**config.mk**
```make
export PLATFORM = sky130hd
export DESIGN_NAME = dinit_seq
export DESIGN_NICKNAME = d
export VERILOG_FILES = /design/src/rtl/dinit_pkg.sv /design/src/rtl/dinit_rst_sync.sv /design/src/rtl/dinit_delay_cnt.sv /design/src/rtl/dinit_gap_timer.sv /design/src/rtl/dinit_cmd_drive.sv /design/src/rtl/dinit_seq.sv
export SDC_FILE = /design/constraint.sdc
export NUM_CORES = 1
export LEC_CHECK = 0
export BUFFER_PORTS_ARGS = -buffer_cell sky130_fd_sc_hd__buf_2
export CORE_UTILIZATION = 29
export CTS_BUF_LIST = sky130_fd_sc_hd__clkbuf_16
export CTS_CLUSTER_SIZE = 16
export DETAILED_ROUTE_END_ITERATION = 6
export HOLD_SLACK_MARGIN = 0.02
export PLACE_DENSITY = 0.48
export SKIP_CTS_REPAIR_TIMING = 1
export SLEW_MARGIN = 0
export SYNTH_ARGS = -nofsm -noshare
export SYNTH_HDL_FRONTEND = slang
export SYNTH_SLANG_ARGS = --single-unit
```
**constraint.sdc**
```tcl
create_clock -name clk -period 2 [get_ports clk]
set_clock_uncertainty 0.05 [all_clocks]
set_input_delay 0.2 -clock clk [delete_from_list [all_inputs] [get_ports clk]]
set_output_delay 0.2 -clock clk [all_outputs]
set_load 0.02 [all_outputs]
```
**src/rtl/dinit_pkg.sv**
```systemverilog
`timescale 1ns/1ps
package dinit_pkg;

  // Command code order: {cs_n, ras_n, cas_n, we_n}
  localparam logic [3:0] CMD_NOP = 4'b0111;
  localparam logic [3:0] CMD_PRE = 4'b0010;
  localparam logic [3:0] CMD_REF = 4'b0001;
  localparam logic [3:0] CMD_MRS = 4'b0000;

  localparam int AP_BIT      = 10;  // all-bank select during precharge
  localparam int DLL_RST_BIT = 8;   // DLL reset in the base mode value

  typedef enum logic [4:0] {
    ST_PWR,
    ST_NOP,
    ST_PRE1,
    ST_W_PRE1,
    ST_EMRS,
    ST_W_EMRS,
    ST_MRS_RST,
    ST_W_MRS_RST,
    ST_PRE2,
    ST_W_PRE2,
    ST_REF1,
    ST_W_REF1,
    ST_REF2,
    ST_W_REF2,
    ST_MRS_FIN,
    ST_W_FIN,
    ST_LOCK,
    ST_DONE
  } dinit_state_t;

endpackage

```
**src/rtl/dinit_rst_sync.sv**
```systemverilog
`timescale 1ns/1ps
module dinit_rst_sync (
  input  logic clk,
  input  logic rst_n,
  output logic rst_sync_n
);

  logic stage1_q;
  logic stage2_q;

  always_ff @(posedge clk or negedge rst_n) begin
    if (!rst_n) begin
      stage1_q <= 1'b0;
      stage2_q <= 1'b0;
    end else begin
      stage1_q <= 1'b1;
      stage2_q <= stage1_q;
    end
  end

  assign rst_sync_n = stage2_q;

endmodule

```
**src/rtl/dinit_delay_cnt.sv**
```systemverilog
`timescale 1ns/1ps
// Counts cycles since its start; cycle of the start is count 0.
module dinit_delay_cnt #(
  parameter int   LIMIT        = 200,
  parameter logic RUN_AT_RESET = 1'b0
) (
  input  logic                       clk,
  input  logic                       rst_n,
  input  logic                       start,
  output logic [$clog2(LIMIT+1)-1:0] cycles,
  output logic                       elapsed
);

  localparam int W = $clog2(LIMIT + 1);
  localparam logic [W-1:0] SAT  = W'(LIMIT);
  localparam logic [W-1:0] LAST = W'(LIMIT - 1);

  logic [W-1:0] cnt_q, cnt_d;
  logic         run_q, run_d;
  logic         cnt_en;

  assign cnt_en = start || (run_q && (cnt_q != SAT));

  always_comb begin
    run_d = run_q | start;
    if (start) cnt_d = W'(1);
    else       cnt_d = cnt_q + W'(1);
  end

  always_ff @(posedge clk or negedge rst_n) begin
    if (!rst_n) begin
      cnt_q <= '0;
      run_q <= RUN_AT_RESET;
    end else begin
      run_q <= run_d;
      if (cnt_en) cnt_q <= cnt_d;
    end
  end

  assign cycles  = cnt_q;
  assign elapsed = run_q && (cnt_q >= LAST);

  AST_DELAY_SATURATES: assert property (@(posedge clk) disable iff (!rst_n)
    (run_q && !start && cnt_q == SAT) |=> (cnt_q == SAT));

endmodule

```
**src/rtl/dinit_gap_timer.sv**
```systemverilog
`timescale 1ns/1ps
// Loaded at a command cycle with (gap - 1); `last` marks the final wait cycle.
module dinit_gap_timer #(
  parameter int W = 4
) (
  input  logic         clk,
  input  logic         rst_n,
  input  logic         load,
  input  logic [W-1:0] load_val,
  output logic         last
);

  logic [W-1:0] cnt_q, cnt_d;
  logic         cnt_en;

  assign cnt_en = load || (cnt_q != '0);

  always_comb begin
    if (load) cnt_d = load_val;
    else      cnt_d = cnt_q - W'(1);
  end

  always_ff @(posedge clk or negedge rst_n) begin
    if (!rst_n)      cnt_q <= '0;
    else if (cnt_en) cnt_q <= cnt_d;
  end

  assign last = (cnt_q <= W'(1));

  AST_GAP_IDLE_AT_LOAD: assert property (@(posedge clk) disable iff (!rst_n)
    load |-> (cnt_q == '0));

endmodule

```
**src/rtl/dinit_cmd_drive.sv**
```systemverilog
`timescale 1ns/1ps
module dinit_cmd_drive
  import dinit_pkg::*;
#(
  parameter int BANK_W = 2,
  parameter int ADDR_W = 11
) (
  input  logic              clk,
  input  logic              rst_n,
  input  logic              cke_d,
  input  logic              done_d,
  input  logic [3:0]        cmd_d,
  input  logic [BANK_W-1:0] ba_d,
  input  logic [ADDR_W-1:0] addr_d,
  output logic              cke_q,
  output logic              done_q,
  output logic [3:0]        cmd_q,
  output logic [BANK_W-1:0] ba_q,
  output logic [ADDR_W-1:0] addr_q
);

  always_ff @(posedge clk or negedge rst_n) begin
    if (!rst_n) begin
      cke_q  <= 1'b0;
      done_q <= 1'b0;
      cmd_q  <= CMD_NOP;
      ba_q   <= '0;
      addr_q <= '0;
    end else begin
      cke_q  <= cke_d;
      done_q <= done_d;
      cmd_q  <= cmd_d;
      ba_q   <= ba_d;
      addr_q <= addr_d;
    end
  end

endmodule

```
**src/rtl/dinit_seq.sv**
```systemverilog
`timescale 1ns/1ps
module dinit_seq
  import dinit_pkg::*;
#(
  parameter int         CLK_MHZ     = 200,
  parameter int         PWRUP_US    = 200,
  parameter int         T_RP        = 3,
  parameter int         T_MRD       = 2,
  parameter int         T_RFC       = 14,
  parameter int         DLL_LOCK    = 200,
  parameter int         BANK_W      = 2,
  parameter int         ADDR_W      = 11,
  parameter logic [2:0] BL_CODE     = 3'b011,
  parameter logic       BT_SEL      = 1'b0,
  parameter logic [2:0] CL_CODE     = 3'b011,
  parameter logic       DRV_REDUCED = 1'b0
) (
  input  logic              clk,
  input  logic              rst_n,
  output logic              cke,
  output logic              cs_n,
  output logic              ras_n,
  output logic              cas_n,
  output logic              we_n,
  output logic [BANK_W-1:0] ba,
  output logic [ADDR_W-1:0] addr,
  output logic              init_done
);

  localparam int PWR_CYC = CLK_MHZ * PWRUP_US;
  localparam int T_MAX1  = (T_RP > T_MRD) ? T_RP : T_MRD;
  localparam int T_MAX   = (T_MAX1 > T_RFC) ? T_MAX1 : T_RFC;
  localparam int GAP_W   = $clog2(T_MAX + 1);
  localparam int PWR_W   = $clog2(PWR_CYC + 1);
  localparam int DLL_W   = $clog2(DLL_LOCK + 1);

  localparam logic [ADDR_W-1:0] MR_OPS    = ADDR_W'({CL_CODE, BT_SEL, BL_CODE});
  localparam logic [ADDR_W-1:0] MR_DLLRST = MR_OPS | (ADDR_W'(1) << DLL_RST_BIT);
  localparam logic [ADDR_W-1:0] EMR_VAL   = ADDR_W'({DRV_REDUCED, 1'b0});
  localparam logic [ADDR_W-1:0] PRE_ALL   = ADDR_W'(1) << AP_BIT;
  localparam logic [BANK_W-1:0] BA_EXT    = BANK_W'(1);

  logic               rst_i_n;
  dinit_state_t       state_q, state_d;
  logic               pwr_ok, dll_ok, gap_last;
  logic [PWR_W-1:0]   pwr_cycles;
  logic [DLL_W-1:0]   dll_cycles;
  logic               gap_load;
  logic [GAP_W-1:0]   gap_val;
  logic               cke_d, done_d;
  logic [3:0]         cmd_d, cmd_q;
  logic [BANK_W-1:0]  ba_d;
  logic [ADDR_W-1:0]  addr_d;

  dinit_rst_sync u_rst_sync (
    .clk        (clk),
    .rst_n      (rst_n),
    .rst_sync_n (rst_i_n)
  );

  dinit_delay_cnt #(.LIMIT(PWR_CYC), .RUN_AT_RESET(1'b1)) u_pwr_cnt (
    .clk     (clk),
    .rst_n   (rst_i_n),
    .start   (1'b0),
    .cycles  (pwr_cycles),
    .elapsed (pwr_ok)
  );

  dinit_delay_cnt #(.LIMIT(DLL_LOCK), .RUN_AT_RESET(1'b0)) u_dll_cnt (
    .clk     (clk),
    .rst_n   (rst_i_n),
    .start   (state_q == ST_MRS_RST),
    .cycles  (dll_cycles),
    .elapsed (dll_ok)
  );

  dinit_gap_timer #(.W(GAP_W)) u_gap (
    .clk      (clk),
    .rst_n    (rst_i_n),
    .load     (gap_load),
    .load_val (gap_val),
    .last     (gap_last)
  );

  // Recovery time loaded on each command cycle
  always_comb begin
    gap_load = 1'b1;
    gap_val  = '0;
    unique case (state_q)
      ST_PRE1, ST_PRE2:               gap_val = GAP_W'(T_RP - 1);
      ST_EMRS, ST_MRS_RST, ST_MRS_FIN: gap_val = GAP_W'(T_MRD - 1);
      ST_REF1, ST_REF2:               gap_val = GAP_W'(T_RFC - 1);
      default:                        gap_load = 1'b0;
    endcase
  end

  // Next-state logic
  always_comb begin
    state_d = state_q;
    unique case (state_q)
      ST_PWR:       if (pwr_ok)   state_d = ST_NOP;
      ST_NOP:                     state_d = ST_PRE1;
      ST_PRE1:                    state_d = ST_W_PRE1;
      ST_W_PRE1:    if (gap_last) state_d = ST_EMRS;
      ST_EMRS:                    state_d = ST_W_EMRS;
      ST_W_EMRS:    if (gap_last) state_d = ST_MRS_RST;
      ST_MRS_RST:                 state_d = ST_W_MRS_RST;
      ST_W_MRS_RST: if (gap_last) state_d = ST_PRE2;
      ST_PRE2:                    state_d = ST_W_PRE2;
      ST_W_PRE2:    if (gap_last) state_d = ST_REF1;
      ST_REF1:                    state_d = ST_W_REF1;
      ST_W_REF1:    if (gap_last) state_d = ST_REF2;
      ST_REF2:                    state_d = ST_W_REF2;
      ST_W_REF2:    if (gap_last) state_d = ST_MRS_FIN;
      ST_MRS_FIN:                 state_d = ST_W_FIN;
      ST_W_FIN:     if (gap_last) state_d = dll_ok ? ST_DONE : ST_LOCK;
      ST_LOCK:      if (dll_ok)   state_d = ST_DONE;
      ST_DONE:                    state_d = ST_DONE;
      default:                    state_d = ST_PWR;
    endcase
  end

  always_ff @(posedge clk or negedge rst_i_n) begin
    if (!rst_i_n) state_q <= ST_PWR;
    else          state_q <= state_d;
  end

  // Pin values for the upcoming state, registered in u_drive
  always_comb begin
    cke_d  = (state_d != ST_PWR);
    done_d = (state_d == ST_DONE);
    cmd_d  = CMD_NOP;
    ba_d   = '0;
    addr_d = '0;
    unique case (state_d)
      ST_PRE1, ST_PRE2: begin cmd_d = CMD_PRE; addr_d = PRE_ALL; end
      ST_EMRS:          begin cmd_d = CMD_MRS; ba_d = BA_EXT; addr_d = EMR_VAL; end
      ST_MRS_RST:       begin cmd_d = CMD_MRS; addr_d = MR_DLLRST; end
      ST_MRS_FIN:       begin cmd_d = CMD_MRS; addr_d = MR_OPS; end
      ST_REF1, ST_REF2:       cmd_d = CMD_REF;
      default:          ;
    endcase
  end

  dinit_cmd_drive #(.BANK_W(BANK_W), .ADDR_W(ADDR_W)) u_drive (
    .clk    (clk),
    .rst_n  (rst_i_n),
    .cke_d  (cke_d),
    .done_d (done_d),
    .cmd_d  (cmd_d),
    .ba_d   (ba_d),
    .addr_d (addr_d),
    .cke_q  (cke),
    .done_q (init_done),
    .cmd_q  (cmd_q),
    .ba_q   (ba),
    .addr_q (addr)
  );

  assign {cs_n, ras_n, cas_n, we_n} = cmd_q;

  AST_NOP_WHILE_CKE_LOW: assert property (@(posedge clk) disable iff (!rst_i_n)
    !cke |-> (cmd_q == CMD_NOP));
  AST_CKE_AFTER_DELAY: assert property (@(posedge clk) disable iff (!rst_i_n)
    $rose(cke) |-> (pwr_cycles == PWR_W'(PWR_CYC)));
  AST_CKE_STAYS_HIGH: assert property (@(posedge clk) disable iff (!rst_i_n)
    cke |=> cke);
  AST_LEGAL_CODE: assert property (@(posedge clk) disable iff (!rst_i_n)
    (cmd_q == CMD_NOP) || (cmd_q == CMD_PRE) || (cmd_q == CMD_REF) || (cmd_q == CMD_MRS));
  AST_PRE_ALL_BANKS: assert property (@(posedge clk) disable iff (!rst_i_n)
    (cmd_q == CMD_PRE) |-> addr[AP_BIT]);
  AST_SINGLE_CYCLE_CMD: assert property (@(posedge clk) disable iff (!rst_i_n)
    (cmd_q != CMD_NOP) |=> (cmd_q == CMD_NOP));
  AST_DONE_AFTER_LOCK: assert property (@(posedge clk) disable iff (!rst_i_n)
    $rose(init_done) |-> (dll_cycles == DLL_W'(DLL_LOCK)));
  AST_DONE_STAYS: assert property (@(posedge clk) disable iff (!rst_i_n)
    init_done |=> init_done);

endmodule

```
==> impl_metrics.py <==
metrics = {
    "cts": {
        "insertion_delay_ns": 0.28,
        "path_clk_slew_ns": 0.06,
        "cts_tree": "done",
        "cts-root-buf": "clkbuf_16",
        "cts_sinks": 45,
        "cts_made_buffers": 5,
        "ctsHtreeMaxLevel": 2,
        "clockBufferDepth": 2,
    },
    "power_and_ir_drop": {
        "seqPwrFrac_pct": 52.7,
        "p_sw_uw": 363,
        "power.density_mw_per_mm2": 628,
        "internal_power_mw": 1.37,
        "power_leakage_nw": 1.28,
        "combinationalPowerShare_pct": 1.9,
        "p_clk_share_pct": 45.4,
        "sw_frac_of_total_pct": 21.0,
        "vdd_ir_drop_max_uv": 270,
    },
    "setup_path": {
        "cp_top_family": "simple AND/OR/NAND/NOR gates",
        "cp_num_buf_inv": 1,
        "critPathCaptureType": "register",
        "max_stage_delay_ns": 0.37,
        "worst_ep_required_time_ns": 2.17,
        "critPathSlowestCell": "dfrtp_1",
        "worstPathMaxFanout": 5,
        "timing_worst_setup_path_type": "register to register",
        "path_cells": "inv_1 -> ha_1 -> or2_1 -> and2_1 -> a311oi_1 -> o32a_1 -> nand3b_1",
        "worst_setup_path_start_kind": "register",
        "cp_data_arrival_time_ns": 2.04,
    },
    "floorplanning": {
        "fp.coreArea_mm2": 0.00789,
        "ios": 21,
        "rows": 32,
        "start_util_pct": 30.5,
        "die_h_um": 93.0,
        "die_width_um": 93.0,
        "die_area_mm2": 0.00865,
    },
    "detailed_routing": {
        "antenna_left": 0,
        "drt_wl_total_mm": 4.61,
        "wl_per_cell_um": 12.9,
        "drc": 0,
        "dr_total_vias": 1689,
        "viasPerCell": 4.74,
        "drt_iter0_drc": 35,
        "dr.pass1.iters": 4,
    },
    "synth": {
        "ys_async_sr_fraction_pct": 100,
        "ys_types": 54,
        "ys_ff_latch": 45,
        "synth-seq-area-share_pct": 47.0,
        "synthCells": 229,
        "syn_area_mm2": 0.00240,
        "synth_edf_count": 0,
        "yosysWarnings": 0,
        "synthFlopType": "dfrtp_1",
        "syn_area_per_cell_um2": 10.5,
    },
    "global_route": {
        "grt_pass1_vias": 1634,
        "grt_usage_pct": 11.8,
        "grt_max_degree": 44,
        "antenna_found_initial": 0,
        "grt_pass1_wl_mm": 8.03,
        "grt_overflow": 0,
    },
    "layout": {
        "antenna_cells": 0,
        "drive_above_1_share_pct": 22.4,
        "final_common_cell": "dfrtp_1",
        "nFillCells": 816,
        "area_growth_pct": 14.9,
        "final_cell_mix": "dfrtp_1, nor2_1, nand2_1, buf_2",
        "nets": 261,
    },
    "placed_design": {
        "io_buffers": 13,
        "hpwl_mm": 3.23,
        "place_congestion": 0.804,
    },
    "min_path": {
        "hold_class": "input pin to asynchronous set/reset pin",
    },
    "status": {
        "status": "completed",
    },
    "timing": {
        "slew_violations": 0,
        "maxSlewHeadroom_pct": 63.8,
        "tns_ns": 0,
        "clock.fmax_mhz": 533,
        "hold_viol": 0,
        "rsz0062_at_grt": "no",
        "min_period_over_period_pct": 93.8,
        "setup_violations": 0,
        "min_period_ns": 1.88,
        "worst_pin_slew_ns": 0.542,
        "whs_ns": 0.172,
    },
    "job": {
        "maxCapViolCount": 0,
    },
}
-- synthesized netlist by cell type (3+ instances only) --
master	count	area (um^2)
nand4_1	6	37.5
nor4_1	3	18.8
a311oi_1	3	26.3
inv_1	8	30.0
nor3_1	5	25.0
and2_1	4	25.0
ha_1	6	75.1
nand3_1	8	40.0
o221ai_1	3	26.3
mux2i_1	3	30.0
a21oi_1	8	40.0
nand2_1	15	56.3
xor2_1	10	87.6
dfrtp_1	42	1050
buf_4	10	75.1
inv_2	3	11.3
dfstp_2	3	78.8
o21ai_0	5	25.0
and3_1	6	37.5
xnor2_1	12	105
nor2_1	21	78.8
-- sequential cells by signal, summed over array words and instances (netlist names) --
register / flops
u_drive.cke_q: 1
u_dll_cnt.run_q: 1
u_drive.done_q: 1
u_drive.cmd_q: 3
u_gap.cnt_q: 4
u_pwr_cnt.cycles: 16
state_q: 5
u_rst_sync.stage1_q: 1
u_drive.addr_q: 3
u_dll_cnt.cycles: 8
u_drive.ba_q: 1
u_rst_sync.rst_sync_n: 1
-- final timing paths --
check | from | end | slack, ns | cells past startpoint
min in group clk | u_rst_sync.stage1_q | u_rst_sync.rst_sync_n | 0.30 | 0
max in group asynchronous | u_rst_sync.rst_sync_n | u_drive.cmd_q[0] | 1.24 | 1
worst min register to register | u_rst_sync.rst_sync_n | u_dll_cnt.cycles[0] | 0.28 | 1
worst max-delay path | u_gap.cnt_q[0] | u_drive.cke_q | 0.12 | 7
worst min-delay path | rst_n | u_rst_sync.stage1_q | 0.17 | 2
worst max register to register | u_gap.cnt_q[0] | u_drive.cke_q | 0.12 | 7
-- stage by stage --
stage               instances  cell area, um^2  setup WS (ns)  util [%]  power (mW)
floorplan                 235             2420          0.226         -       0.964
global placement          347             2610          0.165      33.0       0.962
detailed placement        347             2610          0.137      33.0       0.962
CTS                       355             2750          0.112      34.8        1.76
global route              356             2760         0.0184      35.0        1.81
finish                    356             2760          0.125      35.0        1.73
-- cell families (layout without fill, tap and decap cells) --
group                      after synthesis  count (layout)  share of synthesized area, %
adders and majority gates                6               6                          3.12
DFF                                     45              45                          47.0
buffers and inverters                   26              45                          6.04
muxes                                    5               5                          2.19
AOI/OAI and AO/OA                       33              33                          10.5
xor gates and xnor gates                22              22                          8.02
and+or+nand+nor                         90              90                          22.8
other                                    2               8                         0.313
-- power groups by stage --
| stage | registers, mW | clock network, mW | logic (mW) |
|---|---|---|---|
| 2_1_floorplan | 0.942 | 0 | 0.0220 |
| 3_3_place_gp | 0.930 | 0 | 0.0323 |
| 3_5_place_dp | 0.930 | 0 | 0.0325 |
| 4_1_cts | 0.913 | 0.818 | 0.0325 |
| 5_1_grt | 0.912 | 0.862 | 0.0372 |
| 6_report | 0.913 | 0.788 | 0.0322 |
-- layer usage --
layer / track usage, % / vias to the layer above / share of wire, % / routed length [um]
li1: - / 845 / - / -
met4: 3.08 / 0 / 1.1 / 51
met3: 2.76 / 5 / 2.8 / 129
met1: 16.0 / 806 / 51 / 2330
met2: 18.8 / 33 / 45 / 2090
met5: 0 / - / 0 / 0
-- final cells by class --
cell class                 count  area, um^2  share of cell area (%)
clock buffer                   5         125                    4.53
multi-input combinational    164        1160                    41.9
tap                          102         128                    4.62
timing repair buffer          26         165                    5.98
clock inverter                 3        15.0                   0.544
inverter                      11        41.3                    1.50
sequential                    45        1130                    41.0
(Power assumes the default switching activity.)
